===== src/rtl/hdr_id_pkg.sv =====
package hdr_id_pkg;

  typedef struct packed {
    logic clr;
    logic fail;
    logic succeed;
  } ctl_t;

  function automatic logic [7:0] fieldCode(input int unsigned k);
    case (k)
      0:       fieldCode = 8'h04;
      1, 2, 3, 4: fieldCode = 8'h05;
      5:       fieldCode = 8'h06;
      6:       fieldCode = 8'h07;
      7:       fieldCode = 8'h08;
      8:       fieldCode = 8'h09;
      default: fieldCode = 8'h10;
    endcase
  endfunction

endpackage


===== src/rtl/hdr_id_ctrl.sv =====
module hdr_id_ctrl
  import hdr_id_pkg::*;
#(
  parameter int LAST = 24,
  localparam int IDXW = $clog2(LAST + 1)
) (
  input  logic            clk,
  input  logic            rstN,
  input  logic            blkStart,
  input  logic            byteValid,
  input  logic            mismatch,
  output logic [IDXW-1:0] idx,
  output ctl_t            ctl,
  output logic            done
);

  logic active;
  logic take;

  assign take        = active && byteValid && !blkStart;
  assign ctl.clr     = blkStart;
  assign ctl.fail    = take && mismatch;
  assign ctl.succeed = take && !mismatch && (idx == IDXW'(LAST));

  always_ff @(posedge clk) begin
    if (!rstN) begin
      active <= 1'b0;
      idx    <= '0;
      done   <= 1'b0;
    end else begin
      done <= ctl.fail || ctl.succeed;
      if (blkStart) begin
        active <= 1'b1;
        idx    <= '0;
      end else if (take) begin
        if (ctl.fail || ctl.succeed) active <= 1'b0;
        else                         idx    <= idx + 1'b1;
      end
    end
  end


  done_pulse_chk: assert property (@(posedge clk) disable iff (!rstN)
    done |=> !done);


  blk_clear_chk: assert property (@(posedge clk) disable iff (!rstN)
    blkStart |=> !done);


  idx_bound_chk: assert property (@(posedge clk) disable iff (!rstN)
    idx <= IDXW'(LAST));

endmodule


===== src/rtl/hdr_id_dpath.sv =====
module hdr_id_dpath
  import hdr_id_pkg::*;
#(
  parameter int SIG_LEN  = 14,
  parameter int ID_LEN   = 10,
  parameter logic [7:0] BLK_TYPE = 8'h01,
  parameter logic [SIG_LEN*8-1:0] SIG = '0,
  localparam int LAST = SIG_LEN + ID_LEN,
  localparam int IDXW = $clog2(LAST + 1),
  localparam int PAW  = $clog2(ID_LEN)
) (
  input  logic            clk,
  input  logic            rstN,
  input  ctl_t            ctl,
  input  logic [IDXW-1:0] idx,
  input  logic [7:0]      byteData,
  input  logic            patWrEn,
  input  logic [PAW-1:0]  patAddr,
  input  logic [7:0]      patData,
  output logic            mismatch,
  output logic            pass,
  output logic [7:0]      errCode
);

  localparam logic [7:0] WILD = 8'hFF;

  logic [7:0] patMem [ID_LEN];
  logic [7:0] code;
  logic [7:0] sigByte;
  logic [7:0] patByte;
  logic [IDXW-1:0] sigSel;
  logic [PAW-1:0]  kSel;

  for (genvar k = 0; k < ID_LEN; k++) begin : g_pat
    always_ff @(posedge clk) begin
      if (!rstN)                                      patMem[k] <= WILD;
      else if (patWrEn && patAddr == PAW'(k))         patMem[k] <= patData;
    end
  end

  assign sigSel  = idx - 1'b1;
  assign sigByte = 8'(SIG >> {sigSel, 3'b000});
  assign kSel    = PAW'(idx - IDXW'(SIG_LEN + 1));
  assign patByte = patMem[kSel];

  always_comb begin
    if (idx == '0) begin
      mismatch = (byteData != BLK_TYPE);
      code     = 8'h21 + BLK_TYPE;
    end else if (idx <= IDXW'(SIG_LEN)) begin
      mismatch = (byteData != sigByte);
      code     = 8'h21;
    end else begin
      mismatch = (patByte != WILD) && (patByte != byteData);
      code     = fieldCode(32'(kSel));
    end
  end

  always_ff @(posedge clk) begin
    if (!rstN || ctl.clr) begin
      errCode <= '0;
      pass    <= 1'b0;
    end else if (ctl.fail) begin
      errCode <= code;
    end else if (ctl.succeed) begin
      pass    <= 1'b1;
    end
  end


  result_excl_chk: assert property (@(posedge clk) disable iff (!rstN)
    pass |-> (errCode == 8'h00));

endmodule


===== src/rtl/hdr_id_check.sv =====
module hdr_id_check
  import hdr_id_pkg::*;
#(
  parameter int SIG_LEN = 14,
  parameter int ID_LEN  = 10,
  parameter logic [7:0] BLK_TYPE = 8'h01,
  parameter logic [SIG_LEN*8-1:0] SIG = 112'h2A_43_56_48_2D_4F_44_4E_45_54_4E_49_4E_2A,
  localparam int PAW = $clog2(ID_LEN)
) (
  input  logic           clk,
  input  logic           rstN,
  input  logic           blkStart,
  input  logic           byteValid,
  input  logic [7:0]     byteData,
  input  logic           patWrEn,
  input  logic [PAW-1:0] patAddr,
  input  logic [7:0]     patData,
  output logic           done,
  output logic           pass,
  output logic [7:0]     errCode
);

  localparam int LAST = SIG_LEN + ID_LEN;
  localparam int IDXW = $clog2(LAST + 1);

  ctl_t            ctl;
  logic [IDXW-1:0] idx;
  logic            mismatch;

  hdr_id_ctrl #(.LAST(LAST)) u_ctrl (
    .clk(clk), .rstN(rstN), .blkStart(blkStart), .byteValid(byteValid),
    .mismatch(mismatch), .idx(idx), .ctl(ctl), .done(done)
  );

  hdr_id_dpath #(
    .SIG_LEN(SIG_LEN), .ID_LEN(ID_LEN), .BLK_TYPE(BLK_TYPE), .SIG(SIG)
  ) u_dpath (
    .clk(clk), .rstN(rstN), .ctl(ctl), .idx(idx), .byteData(byteData),
    .patWrEn(patWrEn), .patAddr(patAddr), .patData(patData),
    .mismatch(mismatch), .pass(pass), .errCode(errCode)
  );


  fail_code_chk: assert property (@(posedge clk) disable iff (!rstN)
    (done && !pass) |-> (errCode != 8'h00));

endmodule


===== config.mk =====
export PLATFORM = sky130hd
export DESIGN_NAME = hdr_id_check
export DESIGN_NICKNAME = d
export VERILOG_FILES = /design/src/rtl/hdr_id_pkg.sv /design/src/rtl/hdr_id_ctrl.sv /design/src/rtl/hdr_id_dpath.sv /design/src/rtl/hdr_id_check.sv
export SDC_FILE = /design/constraint.sdc
export NUM_CORES = 1
export LEC_CHECK = 0
export BUFFER_PORTS_ARGS = -buffer_cell sky130_fd_sc_hd__buf_2
export CAP_MARGIN = 20
export CORE_ASPECT_RATIO = 0.75
export CORE_MARGIN = 4
export CORE_UTILIZATION = 50
export CTS_BUF_LIST = sky130_fd_sc_hd__clkbuf_2 sky130_fd_sc_hd__clkbuf_4 sky130_fd_sc_hd__clkbuf_8
export DETAILED_ROUTE_END_ITERATION = 7
export PLACE_DENSITY = 0.74
export SETUP_SLACK_MARGIN = 0.5
export SLEW_MARGIN = 0
export SYNTH_ARGS = -nofsm -noshare
export SYNTH_HDL_FRONTEND = slang
export SYNTH_SLANG_ARGS = --single-unit
export TNS_END_PERCENT = 10

===== constraint.sdc =====
create_clock -name clk -period 3.97 [get_ports clk]
set_clock_uncertainty 0.1 [all_clocks]
set_input_delay 0.397 -clock clk [delete_from_list [all_inputs] [get_ports clk]]
set_output_delay 0.397 -clock clk [all_outputs]
set_load 0.1 [all_outputs]

; Word level (Yosys, flattened, before mapping)
; Memory sizes are Yosys's and may differ from the RTL's.
; Index checks and enable logic that the tools add are counted.
[classes]
bitwise = 13
magnitude_cmp = 1
n_eq_ne = 14
reduce_logical = 29
add_sub_neg = 3
mux = 48
n_shift = 1
[op_table]
columns = operator, count
row1 = >> shifter 110 x 8 -> 8 bit (first input constant), 1
row2 = 2-to-1 mux 8 bit, 12
row3 = 2-to-1 mux 1 bit, 36
row4 = == test 4 x 3 -> 1 bit (second input constant), 4
row5 = logical AND 1 bit, 16
row6 = != test 8 bit, 2
row7 = OR 1 bit, 10
row8 = == test 4 x 2 -> 1 bit (second input constant), 2
row9 = == test 4 bit (second input constant), 2
row10 = != test 8 x 1 -> 1 bit (second input constant), 1
row11 = != test 8 bit (second input constant), 1
row12 = AND reduction 2 bit, 3
row13 = adder 5 x 1 -> 5 bit (second input constant), 1
row14 = == test 5 bit (second input constant), 1
row15 = less-or-equal comparator 5 x 4 -> 1 bit (second input constant), 1
row16 = zero test 5 bit, 1
row17 = subtractor 5 x 1 -> 5 bit (second input constant), 1
row18 = == test 4 x 1 -> 1 bit (second input constant), 1
row19 = zero test 4 bit, 1
row20 = nonzero test 2 bit, 2
row21 = subtractor 4 bit (second input constant), 1
row22 = zero test 1 bit, 3
row23 = NOT 1 bit, 3
row24 = logical OR 1 bit, 2
row25 = OR reduction 2 bit, 1
[totals]
inputBits = 25
ramBits = 80
rom_bits = 80
out_inout_bits = 10
memories = 2
ff_bits = 16
[memory_table]
columns = name, depth, width, rd, rd_ports_with_merged_regs, write_ports, line
row1 = (no name shown), 16, 5, 1, 0, 0, hdr_id_pkg.sv:10  ; case (k)
row2 = u_dpath.patMem, 10, 8, 1, 0, 10, hdr_id_dpath.sv:27  ; logic [7:0] patMem [ID_LEN];

; Longest topological paths before layout
; Gate-level depths: netlist of the first run.
; An unclocked memory read counts as a cell.
[depth]
ltp_word = 13
mapped_depth = 15
mapped_depth_nobuf = 11

; Cells and area by module
; Synthesis of the first run repeated with hierarchy kept, for this count alone.
[unflattened]
cells_unflattened = 433
hier_area_um2 = 5268.8
[modules_own_cells]
columns = module, area_each_um2, n_inst, cells_each
row1 = hdr_id_dpath, 4885.9, 1, 392
row2 = hdr_id_ctrl, 382.9, 1, 41

; Worst setup path after synthesis of the first run
; Ideal clock, no wire load.
[synth_timing]
kind = reg-to-reg
startpoint = register u_ctrl.idx[0]
endpoint = register u_dpath.errCode[0]
arrival_ns = 3.364
setup_ns = 0.072
stages_incl_launch_ff = 14
required_ns = 3.798
setup_slack_ns = 0.434
path_cell_list = dfxtp_1 -> buf_4 -> buf_6 -> clkinv_1 -> ha_1 -> buf_2 -> clkinv_1 -> mux4_2 -> nand2b_1 -> a2111oi_0 -> o31ai_1 -> and3_4 -> o21ai_4 -> mux2i_1
[synth_via]
elab_chain_cells = 7
word_cells_on_any_way = 16
cone_classes = add/sub (2) / order compare (1) / eq/ne (3) / shift (1) / mux (4) / reduce/logical (3) / memory (2)
[synth_lines]
columns = element, line
row1 = from (decl), hdr_id_ctrl.sv:12  ; output logic [IDXW-1:0] idx,
row2 = from (signal assigned), hdr_id_ctrl.sv:37  ; else idx <= idx + 1'b1;
row3 = subtractor 4 bit (*), hdr_id_dpath.sv:43  ; assign kSel = PAW'(idx - IDXW'(SIG_LEN + 1));
row4 = net u_dpath.kSel[0], hdr_id_dpath.sv:32  ; logic [PAW-1:0] kSel;
row5 = memory (10 x 8 bit), --
row6 = != test 8 bit, hdr_id_dpath.sv:54  ; mismatch = (patByte != WILD) && (patByte != byteData);
row7 = logical AND 1 bit, hdr_id_dpath.sv:54
row8 = 2-to-1 mux 1 bit, hdr_id_dpath.sv:50  ; end else if (idx <= IDXW'(SIG_LEN)) begin
row9 = 2-to-1 mux 1 bit, hdr_id_dpath.sv:47  ; if (idx == '0) begin
row10 = logical AND 1 bit, hdr_id_ctrl.sv:22  ; assign ctl.fail = take && mismatch;
row11 = to (signal assigned), hdr_id_dpath.sv:64  ; errCode <= code;
row12 = to (decl), hdr_id_dpath.sv:22  ; output logic [7:0] errCode
; The timed path passes the listed nets; every way through them passes the cells marked *.
; A chain may end at the register's enable or synchronous reset.

; Worst setup path in the final report of the first run
[layout_timing]
startpoint = register u_ctrl.idx[1]
endpoint = register u_dpath.errCode[4]
[layout_via]
elab_chain_cells = 7
word_cells_on_any_way = 16
cone_classes = add/sub (2) / order compare (1) / eq/ne (3) / shift (1) / mux (4) / reduce/logical (3) / memory (2)
[layout_lines]
columns = element
row1 = "parallel branches: the longest is 7 deep, another holds subtractor 5 x 1 -> 5 bit"
; Parallel ways; which one is timed is not known.

==> metrics, run 1 <==
CP cell instances=buf_4 > inv_1 > ha_1 > nor2b_1 > mux2_2 > a221oi_2 > nor2_1 > o41a_1 > o21ai_2 > nand2_2 > o21ai_4 > mux2i_1; die width=130 um; critical path peak fanout=12; most common cell in the netlist=edfxtp_1; Buffers & Inverters on Critical Path=2; Hold Buf Count CTS=0; Max Freq=294 MHz; most used flip-flop cell after synthesis=edfxtp_1; mapped cell area=about 5600 um2; Clk network pwr share=a little under a third; synth-to-layout area growth=11.8%; GRT overflow=0; Cell variety after synth=just under 80; # Max-Cap Violations=0; WL per Instance=roughly 21 um; LEAKAGE=2.11 nW; DRC Markers=0; Fin. Hold Viols=0; Die ar.=about 13000 um2; period utilization=between 80% and 90%; initial drt markers=approximately 450; Clk pin slew, worst setup/hold paths=around 90 ps; CORE AREA=~11000 um2; Final GP Congestion=slightly above 0.9; initial antenna violation count=0; number of I/O pins=35; CTS tree=yes; Psw=approximately 480 uW; initial core utilization=between 50% and 60%; worst r2r path cells=12; pin count of the biggest net entering global routing=a little over 40; critical path's top delay family=compound AO/OA/AOI/OAI gates; Total GRT Usage=a little under a quarter; Comb pwr share=8.6%; FF-to-FF setup slack=between 500 and 600 ps; cell-internal power=approximately 1.4 mW; Nets=about 580; outcome=finished, final reports clean; critical path arrival=between 3000 and 4000 ps; final count of pins violating max slew=0; Slew HR=a little over a quarter; H-tree levels=3; worst endpoint required time=4170 ps; Syn Area/Cell=11.0 um2; worst vdd ir=roughly 0.23 mV; Power Dens Cells=between 300 and 400 nW/um2; top cells by area in the synthesized netlist=edfxtp_1, dfxtp_1, mux2i_1; HP Start=blkStart; CP Launch Type=flip-flop; sequential power share=between 50% and 60%; CTS buffer count=9; endpoints failing setup=0; post-route cell area=about 6300 um2; placed wire-length estimate=around 10000 um; sw frac=between 20% and 30%; dpl cells=664; yosys synthesis warning count=0; ANT nets after route=0; routed wire length=between 10000 and 15000 um; worst hold slack=around 250 ps; most frequent cells after synthesis=edfxtp_1, or3_1, nand2_1, or2_2, mux2i_1; Fillers=around 930; area leader, netlist=edfxtp_1; slowest CP cell=dfxtp_2; CTS Buffer Depth=2; Yosys top cell area share=around 43%; Hold EP=u_ctrl.active; post-layout minimum cycle time=3400 ps; post-place instance area=between 5000 and 6000 um2; Die Span Y=~100 um; DR vias/cell=6.36; WHS Path Cells=2; clk_lat worst skew=370 ps; critical path's largest stage delay=around 420 ps; final total power=~1.9 mW; RR Endpoint=u_dpath.errCode[4]; vias in the first global route=4092; Hold Crit Class=in -> reg; Rows=33; Root Buffer Master=clkbuf_8; global-route wire length before repair=roughly 23000 um; share of layout cells above drive strength 1=between 20% and 30%; Slew @ Worst Pin=1100 ps; drt pass-1 iters=5; #FFs+latches synth=94; diode count=0; FF-to-FF Start=u_ctrl.idx[1]; clk sink count=94; CP endpoint kind=flip-flop; Post-synth ARST share=0%; fin cells=693; Setup TNS Final=0 ps; sequential area share after synthesis=a little under half; Post-synth EDFFs=80; PortBufs=32; Cells after Synth=around 500; RSZ-0062 raised after global routing=false; crit path kind=reg -> reg; vias post-DR=approximately 4400
[area by class of cell]
cell class | instances | area, um2 | share of cell area, %
clock buffer | 12 | 153 | 2.43
inverter | 11 | 48.8 | 0.776
clock inverter | 4 | 30.0 | 0.478
tap | 140 | 175 | 2.79
sequential | 94 | 2690 | 42.8
multi-input combinational | 377 | 2810 | 44.6
timing repair buffer | 55 | 385 | 6.13
[power by group through the flow]
stage	clock, mW	combinational [mW]	sequential [mW]
2_1_floorplan	0	0.0926	1.16
3_3_place_gp	0	0.152	1.17
3_5_place_dp	0	0.158	1.17
4_1_cts	0.613	0.158	1.15
5_1_grt	0.655	0.179	1.15
6_report	0.608	0.165	1.14
[metal layers]
layer	track usage, %	share of wire [%]
met1	34.5	44
met5	0	0
met3	4.63	8.4
met4	5.53	1.4
met2	33.8	46
[stage by stage]
step	setup slack (ps)	util (%)
detailed placement	291	53.7
floorplan	590	-
global placement	460	53.7
CTS	506	55.6
global route	469	57.5
finish	571	57.5
[how the worst max path moves through the flow]
stage / start / to / slack, ps / cells after the start
after detailed placement: u_ctrl.idx[1] / u_dpath.errCode[4] / 290 / 12
after global placement: u_ctrl.idx[1] / u_dpath.errCode[2] / 460 / 12
final: u_ctrl.idx[1] / u_dpath.errCode[4] / 570 / 12
after floorplan: u_ctrl.idx[0] / u_dpath.errCode[0] / 590 / 13
after CTS: u_ctrl.idx[1] / u_dpath.errCode[4] / 510 / 11
after global routing: u_ctrl.idx[0] / u_dpath.errCode[3] / 470 / 10
[registers in the layout (all words and copies together) (netlist names)]
name,cells
u_ctrl.idx,5
u_ctrl.done,1
u_dpath.pass,1
u_dpath.patMem,80
u_ctrl.active,1
u_dpath.errCode,6
[worst register-to-register path, delay by kind of cell (launching register included)]
| kind | cells | cell delay (ps) |
|---|---|---|
| mux | 2 | 500 |
| flops | 1 | 420 |
| compound gates | 4 | 1290 |
| buf+inv | 2 | 340 |
| fa+ha+maj | 1 | 280 |
| simple gates | 3 | 400 |
[cells by family after synthesis]
| group | synth area share, % |
|---|---|
| other cells | 0.0667 |
| mux | 10.6 |
| simple gates | 22.9 |
| flops | 47.7 |
| fa+ha+maj | 1.78 |
| xor+xnor | 2.60 |
| compound gates | 10.5 |
| buf+inv | 3.87 |
[what timing repair did]
action | in CTS | in global routing
endpoints found under the setup margin | 12 | 13
gates cloned | 0 | 1
gates resized for setup | 7 | 17
buffers inserted | 0 | 5
pin swaps | 1 | 1
[cell usage in the layout, fill, tap and decap left out, drive strengths merged, types with 11 or more instances in the layout]
cell / netlist / final
nand4: 18 / 18
a21oi: 15 / 15
o21ai: 15 / 15
or3: 41 / 41
buf: 20 / 50
nand2: 36 / 36
inv: 8 / 11
nand3: 11 / 11
or2: 35 / 35
nor2: 23 / 23
mux2i: 28 / 28
nor3: 13 / 13
dfxtp: 14 / 14
edfxtp: 80 / 80
nand2b: 15 / 15
clkbuf: 12 / 17
mux4: 11 / 11
No activity file was read; power rests on OpenSTA's default activity.
==> inputs of run 2 (changes only) <==
Settings changed: SYNTH_HIERARCHICAL set to 1.
==> run 2 against run 1 <==
Compared with the run above: register-to-register slack better by 30 ps; combinational power is 5% lower; maximum frequency is 0.74% higher; sequential cell count stayed put; critical path type unchanged; sequential power hardly changed; global-route usage is 2.1 points lower; largest cell class is now sequential cells; total power is 4.0% higher; critical endpoint is now u_ctrl/idx[2]; synthesized cell count is 16% lower; synthesized area is 6.3% lower.
==> metrics, run 2 <==
Power Dens Cells=330 nW/um2; Slew @ Worst Pin=~970 ps; Syn Area/Cell=12.2 um2; most frequent cells after synthesis=edfxtp_1, or3_1, or2_2, mux2i_1, o21ai_0; most common cell in the netlist=edfxtp_1; clk_lat worst skew=about 360 ps; WP depth=13; # Max-Cap Violations=0; Die Span Y=96.9 um; dpl cells=slightly below 600; Rows=32; pin count of the biggest net entering global routing=just over 40; Cells after Synth=~430; slowest CP cell=or4_4; Nets=516; critical path's top delay family=simple AND/OR/NAND/NOR gates; Post-synth ARST share=0%; vias post-DR=roughly 3800; Cell variety after synth=between 50 and 60; yosys synthesis warning count=6; LEAKAGE=around 1.9 nW; pre-CTS setup slack=~300 ps; die width=127 um; CP Launch Type=flip-flop; final total power=1.99 mW; PortBufs=32; Fin. Hold Viols=0; Die ar.=about 12000 um2; CTS tree=yes; clk sink count=94; commonest non-fill, non-tap cell in the layout=edfxtp_1; ANT nets after route=0; Max Freq=approximately 300 MHz; #FFs+latches synth=94; post-place instance area=about 5600 um2; fin cells=a little over 600; Total GRT Usage=20.7%; crit path kind=reg -> reg; critical path's largest stage delay=440 ps; Util after Layout=between 50% and 60%; vias in the first global route=3511; drt pass-1 iters=5; Final WS setup=596 ps; diode count=0; adder-cell share of the synthesized area=between 2 and 3%; Hold Buf Count CTS=0; post-layout minimum cycle time=~3400 ps; Hold Crit Class=in -> reg; share of layout cells above drive strength 1=between 30 and 40%; worst endpoint required time=~4200 ps; DRC Markers=0; initial core utilization=approximately half; Final GP Congestion=around 0.9; period utilization=between 80% and 90%; RSZ-0062 raised after global routing=true; number of I/O pins=35; WL per Instance=roughly 21 um; Clk pin slew, worst setup/hold paths=~80 ps; initial antenna violation count=0; WHS Path Cells=2; synth-to-layout area growth=14.7%; Biggest register=u_dpath/patMem; most used flip-flop cell after synthesis=edfxtp_1; critical path arrival=roughly 3600 ps; post-synthesis mux area share=12.4%; worst hold slack=256 ps; Slew HR=a little over a third; post-route cell area=~6000 um2; Post-synth EDFFs=80; Yosys top cell area share=45.6%; max reg flops=80; outcome=finished, final reports clean; GRT overflow=0; Root Buffer Master=clkbuf_8; DR vias/cell=a little over 6; H-tree levels=3; initial drt markers=slightly below 400; Fillers=808; routed wire length=roughly 13000 um; final count of pins violating max slew=0; placed wire-length estimate=between 8000 and 9000 um; top cells by area in the synthesized netlist=edfxtp_1, mux4_2, dfxtp_1; Compound-Gate Fraction of Synth Area=7.27%; biggest regs=u_dpath/patMem: 80 flops, u_dpath/errCode: 6 flops, u_ctrl/idx: 5 flops; area leader, netlist=edfxtp_1; XOR/XNOR share of the synthesized area=approximately 3.3%; sequential area share after synthesis=50.9%; largest family of logic cells by synthesized area=simple AND/OR/NAND/NOR gates; most frequent cells in the layout=edfxtp_1, or3_1, buf_2; worst vdd ir=0.244 mV; CP endpoint kind=flip-flop; endpoints failing setup=0; CP cell instances=clkinvlp_4 > buf_4 > ha_4 > xnor2_4 > nand2b_1 > mux2_1 > a21oi_1 > a311oi_1 > o41ai_2 > nand3_2 > nand4bb_4 > or4_4 > a21oi_2; CORE AREA=10300 um2; global-route wire length before repair=about 20000 um; worst r2r path cells=13; Buffers & Inverters on Critical Path=2; post-synthesis simple-gate area fraction=between 10% and 20%; CTS Buffer Depth=2; critical path peak fanout=8; CTS buffer count=9; Setup TNS Final=0 ps; mapped cell area=between 5000 and 6000 um2
run 2: kinds of logic (layout without fill, tap and decap cells):
kind of cell	count (synthesis)	in the layout
and+or+nand+nor	171	171
DFF	94	94
AOI/OAI and AO/OA	60	60
muxes	44	44
buffers and inverters	35	86
xor gates and xnor gates	17	17
adders and majority gates	11	11
other	1	2
run 2: worst paths after layout:
path	start	to	slack [ps]
worst max-delay path	u_ctrl/idx[0]	u_ctrl/idx[2]	600
worst min-delay path	blkStart	u_ctrl/active	260
worst max register to register	u_ctrl/idx[0]	u_ctrl/idx[2]	600
worst min register to register	u_dpath/errCode[0]	u_dpath/errCode[0]	370
run 2: final cells by class:
type,instances,area (um2),area share [%]
clock buffers,13,154,2.55
flip-flops and latches,94,2690,44.5
inverters,9,38.8,0.642
repair buffers,61,413,6.83
multi-input cells,305,2510,41.5
well taps,136,170,2.82
clock inverters,3,68.8,1.14
run 2: per-layer routing:
layer / vias to the layer above / track usage [%] / part of all wire (%)
met5: - / 0 / 0
met1: 1897 / 32.2 / 46
met3: 15 / 5.52 / 8.2
met2: 184 / 29.2 / 45
met4: 0 / 4.12 / 1.2
li1: 1729 / - / -
run 2: report_power, final:
group | internal (mW) | leakage (nW) | switching (mW)
Clock | 0.385 | 0.115 | 0.313
Combinational | 0.0559 | 0.900 | 0.101
Sequential | 1.12 | 0.916 | 0.0208
Total | 1.56 | 1.93 | 0.435
run 2: timing repair:
action | in CTS | in global routing
buffers inserted | 1 | 10
endpoints found under the setup margin | 8 | 9
pin swaps | 0 | 4
gates resized for setup | 12 | 15
run 2: worst reg2reg max path, cell delays in order, from the launching register on:
cell        delay (ps)
dfxtp_4            420
clkinvlp_4         140
buf_4              160
ha_4               190
xnor2_4            160
nand2b_1           170
mux2_1             330
a21oi_1            170
a311oi_1            80
o41ai_2            350
nand3_2            160
nand4bb_4          300
or4_4              440
a21oi_2            120
